$ cat config.mk
export PLATFORM = sky130hd
export DESIGN_NAME = stat_irq_bank
export DESIGN_NICKNAME = d
export VERILOG_FILES = /design/src/rtl/stat_irq_pkg.sv /design/src/rtl/stat_bus_regs.sv /design/src/rtl/stat_event_unit.sv /design/src/rtl/stat_irq_pulse.sv /design/src/rtl/stat_irq_bank.sv
export SDC_FILE = /design/constraint.sdc
export NUM_CORES = 1
export LEC_CHECK = 0
export BUFFER_PORTS_ARGS = -buffer_cell sky130_fd_sc_hd__buf_2
export CAP_MARGIN = 10
export CORE_UTILIZATION = 42
export CTS_CLUSTER_DIAMETER = 40
export DETAILED_ROUTE_END_ITERATION = 8
export GPL_ROUTABILITY_DRIVEN = 1
export GPL_TIMING_DRIVEN = 0
export PLACE_DENSITY = 0.73
export SLEW_MARGIN = 15
export SYNTH_ARGS = -nofsm -noshare
export SYNTH_HDL_FRONTEND = slang
export SYNTH_SLANG_ARGS = --single-unit
export TNS_END_PERCENT = 1
$ cat constraint.sdc
create_clock -name clk -period 4 [get_ports clk]
set_input_delay 0.6 -clock clk [delete_from_list [all_inputs] [get_ports clk]]
set_output_delay 0.6 -clock clk [all_outputs]
set_load 0.005 [all_outputs]
$ cat src/rtl/stat_irq_pkg.sv
package stat_irq_pkg;

  typedef enum logic [1:0] {
    PS_IDLE = 2'd0,
    PS_LOW  = 2'd1,
    PS_GAP  = 2'd2
  } pulse_state_e;

  localparam int unsigned ADR_BANK_LO = 0;
  localparam int unsigned ADR_BANK_HI = 1;
  localparam int unsigned ADR_CTRL1   = 2;
  localparam int unsigned ADR_CTRL2   = 3;
  localparam int unsigned BANK_BIT    = 0;

endpackage

$ cat src/rtl/stat_bus_regs.sv
module stat_bus_regs
  import stat_irq_pkg::*;
#(
  parameter int unsigned ADDR_W = 5,
  parameter int unsigned DATA_W = 8
) (
  input  logic              clk,
  input  logic              rst_n,
  input  logic              cs_n,
  input  logic              we,
  input  logic [ADDR_W-1:0] addr,
  input  logic [DATA_W-1:0] wdata,
  input  logic [DATA_W-1:0] sr1_val,
  output logic [DATA_W-1:0] rdata,
  output logic [DATA_W-1:0] ien1,
  output logic              sr1_rd
);

  logic [DATA_W-1:0] ctrl1_q, ctrl1_d;
  logic [DATA_W-1:0] ctrl2_q, ctrl2_d;
  logic [DATA_W-1:0] ien1_q, ien1_d;
  logic [DATA_W-1:0] ien2_q, ien2_d;
  logic [DATA_W-1:0] rdata_q, rdata_d;
  logic [DATA_W-1:0] rmux;
  logic rd_acc, wr_acc, bank;
  logic hit_lo, hit_hi, hit_c1, hit_c2;

  always_comb begin
    rd_acc = !cs_n && !we;
    wr_acc = !cs_n && we;
    hit_lo = (addr == ADDR_W'(ADR_BANK_LO));
    hit_hi = (addr == ADDR_W'(ADR_BANK_HI));
    hit_c1 = (addr == ADDR_W'(ADR_CTRL1));
    hit_c2 = (addr == ADDR_W'(ADR_CTRL2));
    bank   = ctrl1_q[BANK_BIT];
    sr1_rd = rd_acc && hit_lo && !bank;
  end

  // next-state for the writable registers
  always_comb begin
    ctrl1_d = ctrl1_q;
    ctrl2_d = ctrl2_q;
    ien1_d  = ien1_q;
    ien2_d  = ien2_q;
    if (wr_acc) begin
      if (hit_c1)          ctrl1_d = wdata;
      if (hit_c2)          ctrl2_d = wdata;
      if (hit_lo && bank)  ien1_d  = wdata;
      if (hit_hi && bank)  ien2_d  = wdata;
    end
  end

  // read multiplexer
  always_comb begin
    rmux = '0;
    if (hit_lo)      rmux = bank ? ien1_q : sr1_val;
    else if (hit_hi) rmux = bank ? ien2_q : '0;
    else if (hit_c1) rmux = ctrl1_q;
    else if (hit_c2) rmux = ctrl2_q;
    rdata_d = rd_acc ? rmux : '0;
  end

  always_ff @(posedge clk or negedge rst_n) begin
    if (!rst_n) begin
      ctrl1_q <= '0;
      ctrl2_q <= '0;
      ien1_q  <= '0;
      ien2_q  <= '0;
      rdata_q <= '0;
    end else begin
      ctrl1_q <= ctrl1_d;
      ctrl2_q <= ctrl2_d;
      ien1_q  <= ien1_d;
      ien2_q  <= ien2_d;
      rdata_q <= rdata_d;
    end
  end

  assign rdata = rdata_q;
  assign ien1  = ien1_q;

endmodule

$ cat src/rtl/stat_event_unit.sv
module stat_event_unit #(
  parameter int unsigned          N_FLAGS   = 3,
  parameter int unsigned          N_LATCH   = 5,
  parameter logic [N_FLAGS-1:0]   BOTH_EDGE = 3'b011,
  localparam int unsigned         N_SRC     = N_FLAGS + N_LATCH
) (
  input  logic               clk,
  input  logic               rst_n,
  input  logic [N_FLAGS-1:0] flags,
  input  logic [N_LATCH-1:0] evt,
  input  logic               clr,
  input  logic [N_SRC-1:0]   ien,
  output logic [N_LATCH-1:0] sticky,
  output logic               irq_req
);

  logic [N_FLAGS-1:0] prev_q, prev_d;
  logic [N_LATCH-1:0] sticky_q, sticky_d;
  logic [N_FLAGS-1:0] flag_ev;

  // edge selection per flag
  for (genvar i = 0; i < N_FLAGS; i++) begin : g_edge
    if (BOTH_EDGE[i]) begin : g_both
      assign flag_ev[i] = flags[i] ^ prev_q[i];
    end else begin : g_rise
      assign flag_ev[i] = flags[i] & ~prev_q[i];
    end
  end

  always_comb begin
    prev_d   = flags;
    // a strobe wins over a clear in the same cycle
    sticky_d = (sticky_q & {N_LATCH{~clr}}) | evt;
    irq_req  = |({evt, flag_ev} & ien);
  end

  always_ff @(posedge clk or negedge rst_n) begin
    if (!rst_n) begin
      prev_q   <= '0;
      sticky_q <= '0;
    end else begin
      prev_q   <= prev_d;
      sticky_q <= sticky_d;
    end
  end

  assign sticky = sticky_q;

endmodule

$ cat src/rtl/stat_irq_pulse.sv
module stat_irq_pulse
  import stat_irq_pkg::*;
#(
  parameter int unsigned  PULSE_CYC = 4,
  localparam int unsigned CNT_W     = (PULSE_CYC > 1) ? $clog2(PULSE_CYC) : 1
) (
  input  logic clk,
  input  logic rst_n,
  input  logic req,
  output logic irq_n,
  output logic pend
);

  pulse_state_e state_q, state_d;
  logic [CNT_W-1:0] cnt_q, cnt_d;
  logic pend_q, pend_d;

  always_comb begin
    state_d = state_q;
    cnt_d   = cnt_q;
    pend_d  = pend_q;
    unique case (state_q)
      PS_IDLE, PS_GAP: begin
        if (req || pend_q) begin
          state_d = PS_LOW;
          cnt_d   = '0;
          pend_d  = 1'b0;
        end else begin
          state_d = PS_IDLE;
        end
      end
      PS_LOW: begin
        if (req) pend_d = 1'b1;
        if (cnt_q == CNT_W'(PULSE_CYC - 1)) state_d = PS_GAP;
        else                                cnt_d   = cnt_q + 1'b1;
      end
      default: state_d = PS_IDLE;
    endcase
  end

  always_ff @(posedge clk or negedge rst_n) begin
    if (!rst_n) begin
      state_q <= PS_IDLE;
      cnt_q   <= '0;
      pend_q  <= 1'b0;
    end else begin
      state_q <= state_d;
      cnt_q   <= cnt_d;
      pend_q  <= pend_d;
    end
  end

  assign irq_n = (state_q != PS_LOW);
  assign pend  = pend_q;

endmodule

$ cat src/rtl/stat_irq_bank.sv
module stat_irq_bank #(
  parameter int unsigned  ADDR_W    = 5,
  parameter int unsigned  N_FLAGS   = 3,
  parameter int unsigned  N_LATCH   = 5,
  parameter int unsigned  PULSE_CYC = 4,
  localparam int unsigned DATA_W    = N_FLAGS + N_LATCH
) (
  input  logic               clk,
  input  logic               rst_n,
  input  logic               bus_cs_n,
  input  logic               bus_we,
  input  logic [ADDR_W-1:0]  bus_addr,
  input  logic [DATA_W-1:0]  bus_wdata,
  output logic [DATA_W-1:0]  bus_rdata,
  input  logic [N_FLAGS-1:0] wptr_flags,
  input  logic [N_LATCH-1:0] evt_strobe,
  output logic               irq_n
);

  logic rst_meta_q, rst_sync_n;
  logic [DATA_W-1:0]  ien1;
  logic [N_LATCH-1:0] sticky;
  logic [DATA_W-1:0]  sr1_val;
  logic sr1_rd, irq_req, pulse_pend;

  // asynchronous assert, synchronous release
  always_ff @(posedge clk or negedge rst_n) begin
    if (!rst_n) begin
      rst_meta_q <= 1'b0;
      rst_sync_n <= 1'b0;
    end else begin
      rst_meta_q <= 1'b1;
      rst_sync_n <= rst_meta_q;
    end
  end

  assign sr1_val = {sticky, wptr_flags};

  stat_bus_regs #(
    .ADDR_W (ADDR_W),
    .DATA_W (DATA_W)
  ) u_regs (
    .clk     (clk),
    .rst_n   (rst_sync_n),
    .cs_n    (bus_cs_n),
    .we      (bus_we),
    .addr    (bus_addr),
    .wdata   (bus_wdata),
    .sr1_val (sr1_val),
    .rdata   (bus_rdata),
    .ien1    (ien1),
    .sr1_rd  (sr1_rd)
  );

  stat_event_unit #(
    .N_FLAGS (N_FLAGS),
    .N_LATCH (N_LATCH)
  ) u_events (
    .clk     (clk),
    .rst_n   (rst_sync_n),
    .flags   (wptr_flags),
    .evt     (evt_strobe),
    .clr     (sr1_rd),
    .ien     (ien1),
    .sticky  (sticky),
    .irq_req (irq_req)
  );

  stat_irq_pulse #(
    .PULSE_CYC (PULSE_CYC)
  ) u_pulse (
    .clk   (clk),
    .rst_n (rst_sync_n),
    .req   (irq_req),
    .irq_n (irq_n),
    .pend  (pulse_pend)
  );

endmodule

==> results.cfg <==
[run_status]
run_status = finished, final reports clean

[setup_path]
cp.required_ns = 4.12
critical_path.cell_chain = buf_2 > or3_4 > nor3_1 > a221oi_1
reg2regPathDepth = 5
critPathMaxStageDelay_ns = 0.79
r2r-start = u_regs.ctrl1_q[0]
crit_slowest_cell = nor3_1
critPathKind = primary input to flip-flop
worst-path-max-fanout = 7
crit_start = bus_addr[4]
end_kind = flip-flop
startpoint_type = primary input
r2r_setup_slack_ns = 2.18
cp.arrival_ns = 2.17

[drt]
vias = 1703
route.detailed.drc = 0
wl_per_cell_um = 17.7
drt_iter0_drc = 61
drt_pass1_iterations = 4
via_per_inst = 5.64
antenna_left = 0
routed_wirelength_um = 5350

[global_route]
grt_max_degree = 34
grt_first_pass_wirelength_um = 8910
met1_usage_pct = 24.8
gr-max-usage-layer = met2
use_met2_pct = 31.4
grtUsageTotal_pct = 19.5
antenna_found_initial = 0
grt_use_met3_pct = 4.60
first_global_vias = 1750
gr-total-overflow = 0

[sta]
relSlewSlack_pct = 31.3
min_period_ns = 2.05
hold_violations = 0
worstMarginPinSlew_ns = 1.02
fin_crit_sh_pct = 51.3
clock-skew-final_ns = 0.00466
fin_ws_ns = 1.95
max_freq_ghz = 0.487
finalSetupViolCount = 0
slew_violations = 0
holdWs_ns = 0.0500
fin_tns_setup_ns = 0
rsz0062_at_grt = no

[clock_network]
cts_setup_buffers = 0
htree_levels = 2
ctsHoldBuffers = 0
cts_sinks = 55
numCtsBuffers = 5
clk_latency_ns = 0.31
clk_pin_slew_worst_paths_ns = 0.10
clockBufferDepth = 2
clockRootBuffer = clkbuf_8
post_cts_resized = 0
cts_tree = yes

[floorplanning]
io_pins = 34
dieArea_sq_um = 6210
core_sq_um = 5610
initial_utilization_pct = 44.2
rows = 27
die_y_um = 78.8
chipWidth_um = 78.8

[finish]
fillCellCount = 548
final_cell_count_no_fill = 302
final_area_sq_um = 2830
drive_gt1_share_pct = 37.0
regArea_sq_um = 1380
final_util_pct = 50.5
nets = 255
diodes = 0
area_delta_synth_final_pct = 14.4
multi_input_area_sq_um = 1050

[placement]
hpwlAfterDp_um = 3640
place_area_sq_um = 2750
gp_congestion = 0.778
dpl.cell_count = 294
pre_cts_ws_ns = 1.66
portBuffers = 32

[power_and_ir_drop]
power.density_nw_per_um2 = 408
fin_total_pwr_mw = 1.16
p_leak_nw = 1.34
irDropWorstVdd_mv = 0.195

[yosys]
ys_seq_area_share_pct = 55.6
avgSynthCellArea_sq_um = 13.1
synth_cells = 189
synth.distinct_cells = 39
synth_top_area_share_pct = 55.6
synth_largest_area_cell = dfrtp_1
synth_area_sq_um = 2480
yosys_warnings = 0
syn_nets = 215
synth_area_leaders = dfrtp_1, mux2_2, mux2_4
ys_ff_latch = 55

[min_path]
hold_path_class = primary input to async pin

[flow_run]
maxCapViolCount = 0
## Yosys cell counts
| cell | number |
|---|---|
| a211oi_1 | 1 |
| a21o_1 | 5 |
| a21oi_1 | 2 |
| a221oi_1 | 12 |
| a22o_1 | 1 |
| a22oi_1 | 1 |
| a31o_2 | 2 |
| a31oi_1 | 1 |
| a41oi_1 | 1 |
| and2_1 | 6 |
| and3_1 | 3 |
| and3b_1 | 1 |
| buf_1 | 3 |
| buf_2 | 2 |
| buf_6 | 1 |
| clkbuf_1 | 2 |
| conb_1 | 1 |
| dfrtp_1 | 55 |
| ha_1 | 1 |
| inv_1 | 3 |
| mux2_2 | 25 |
| mux2_4 | 8 |
| mux2i_1 | 8 |
| nand2_1 | 3 |
| nand2b_1 | 4 |
| nand3_1 | 6 |
| nand4_1 | 1 |
| nand4b_1 | 1 |
| nor2_1 | 6 |
| nor2b_1 | 3 |
| nor3_1 | 1 |
| nor3_2 | 2 |
| o21ai_0 | 4 |
| o221ai_1 | 6 |
| or2_2 | 1 |
| or3_1 | 2 |
| or3_4 | 1 |
| or3b_2 | 1 |
| xor2_1 | 2 |
## where the power goes
part	switching, mW	internal, mW
combinational	0.0982	0.115
sequential	0.0379	0.605
clock	0.179	0.120
total	0.315	0.840
## final timing paths
kind                                    endpoint
worst min register to register  u_regs.ien2_q[0]
worst min-delay path                  rst_sync_n
worst max register to register  u_regs.ien2_q[2]
max in group asynchronous        u_regs.rdata[5]
min in group clk                      rst_sync_n
worst max-delay path             u_regs.rdata[1]
## cell usage in the layout (no fill, tap or decap), types with 3 or more instances in the layout
| master | synthesis | layout |
|---|---|---|
| a21o_1 | 5 | 5 |
| a221oi_1 | 12 | 12 |
| and2_1 | 6 | 6 |
| and3_1 | 3 | 3 |
| buf_1 | 3 | 3 |
| buf_2 | 2 | 34 |
| clkbuf_8 | 0 | 5 |
| clkinv_2 | 0 | 3 |
| dfrtp_1 | 55 | 54 |
| inv_1 | 3 | 3 |
| mux2_2 | 25 | 25 |
| mux2_4 | 8 | 8 |
| mux2i_1 | 8 | 8 |
| nand2_1 | 3 | 3 |
| nand2b_1 | 4 | 4 |
| nand3_1 | 6 | 6 |
| nor2_1 | 6 | 6 |
| nor2b_1 | 3 | 3 |
| o21ai_0 | 4 | 4 |
| o221ai_1 | 6 | 6 |
## per-layer routing
layer | up-vias | wire, um
li1 | 785 | -
met1 | 859 | 2380
met2 | 46 | 2590
met3 | 13 | 249
met4 | 0 | 128
met5 | - | 0
## cell type report
| cell class | count | area share, % |
|---|---|---|
| Sequential cell | 55 | 48.7 |
| Multi-Input combinational cell | 123 | 37.0 |
| Timing Repair Buffer | 33 | 6.36 |
| Tap cell | 72 | 3.18 |
| Clock buffer | 5 | 2.43 |
| Buffer | 8 | 1.41 |
| Clock inverter | 3 | 0.530 |
| Inverter | 3 | 0.398 |
## cells by family after synthesis
logic type / share of synthesized area (%)
buffers and inverters: 2.07
adders and majority gates: 0.505
DFF: 55.6
xor gates and xnor gates: 0.708
and+or+nand+nor: 10.2
AOI/OAI and AO/OA: 11.4
muxes: 19.5
other: 0.151
## registers in the layout, indices dropped and copies added (netlist names)
register and cells:
u_events.sticky 5, u_pulse.pend 1, u_regs.rdata 8, u_pulse.cnt_q 2
u_events.prev_q 3, u_regs.ctrl1_q 8, rst_sync_n 1, u_regs.ctrl2_q 8
u_regs.ien1 8, u_regs.ien2_q 8, rst_meta_q 1, u_pulse.state_q 2
## worst max-delay path: cells and delay by family
| family | cells | cell delay, ns |
|---|---|---|
| simple gates | 2 | 1.19 |
| buf+inv | 1 | 0.11 |
| compound gates | 1 | 0.27 |
Power figures use the tool's default switching activity.
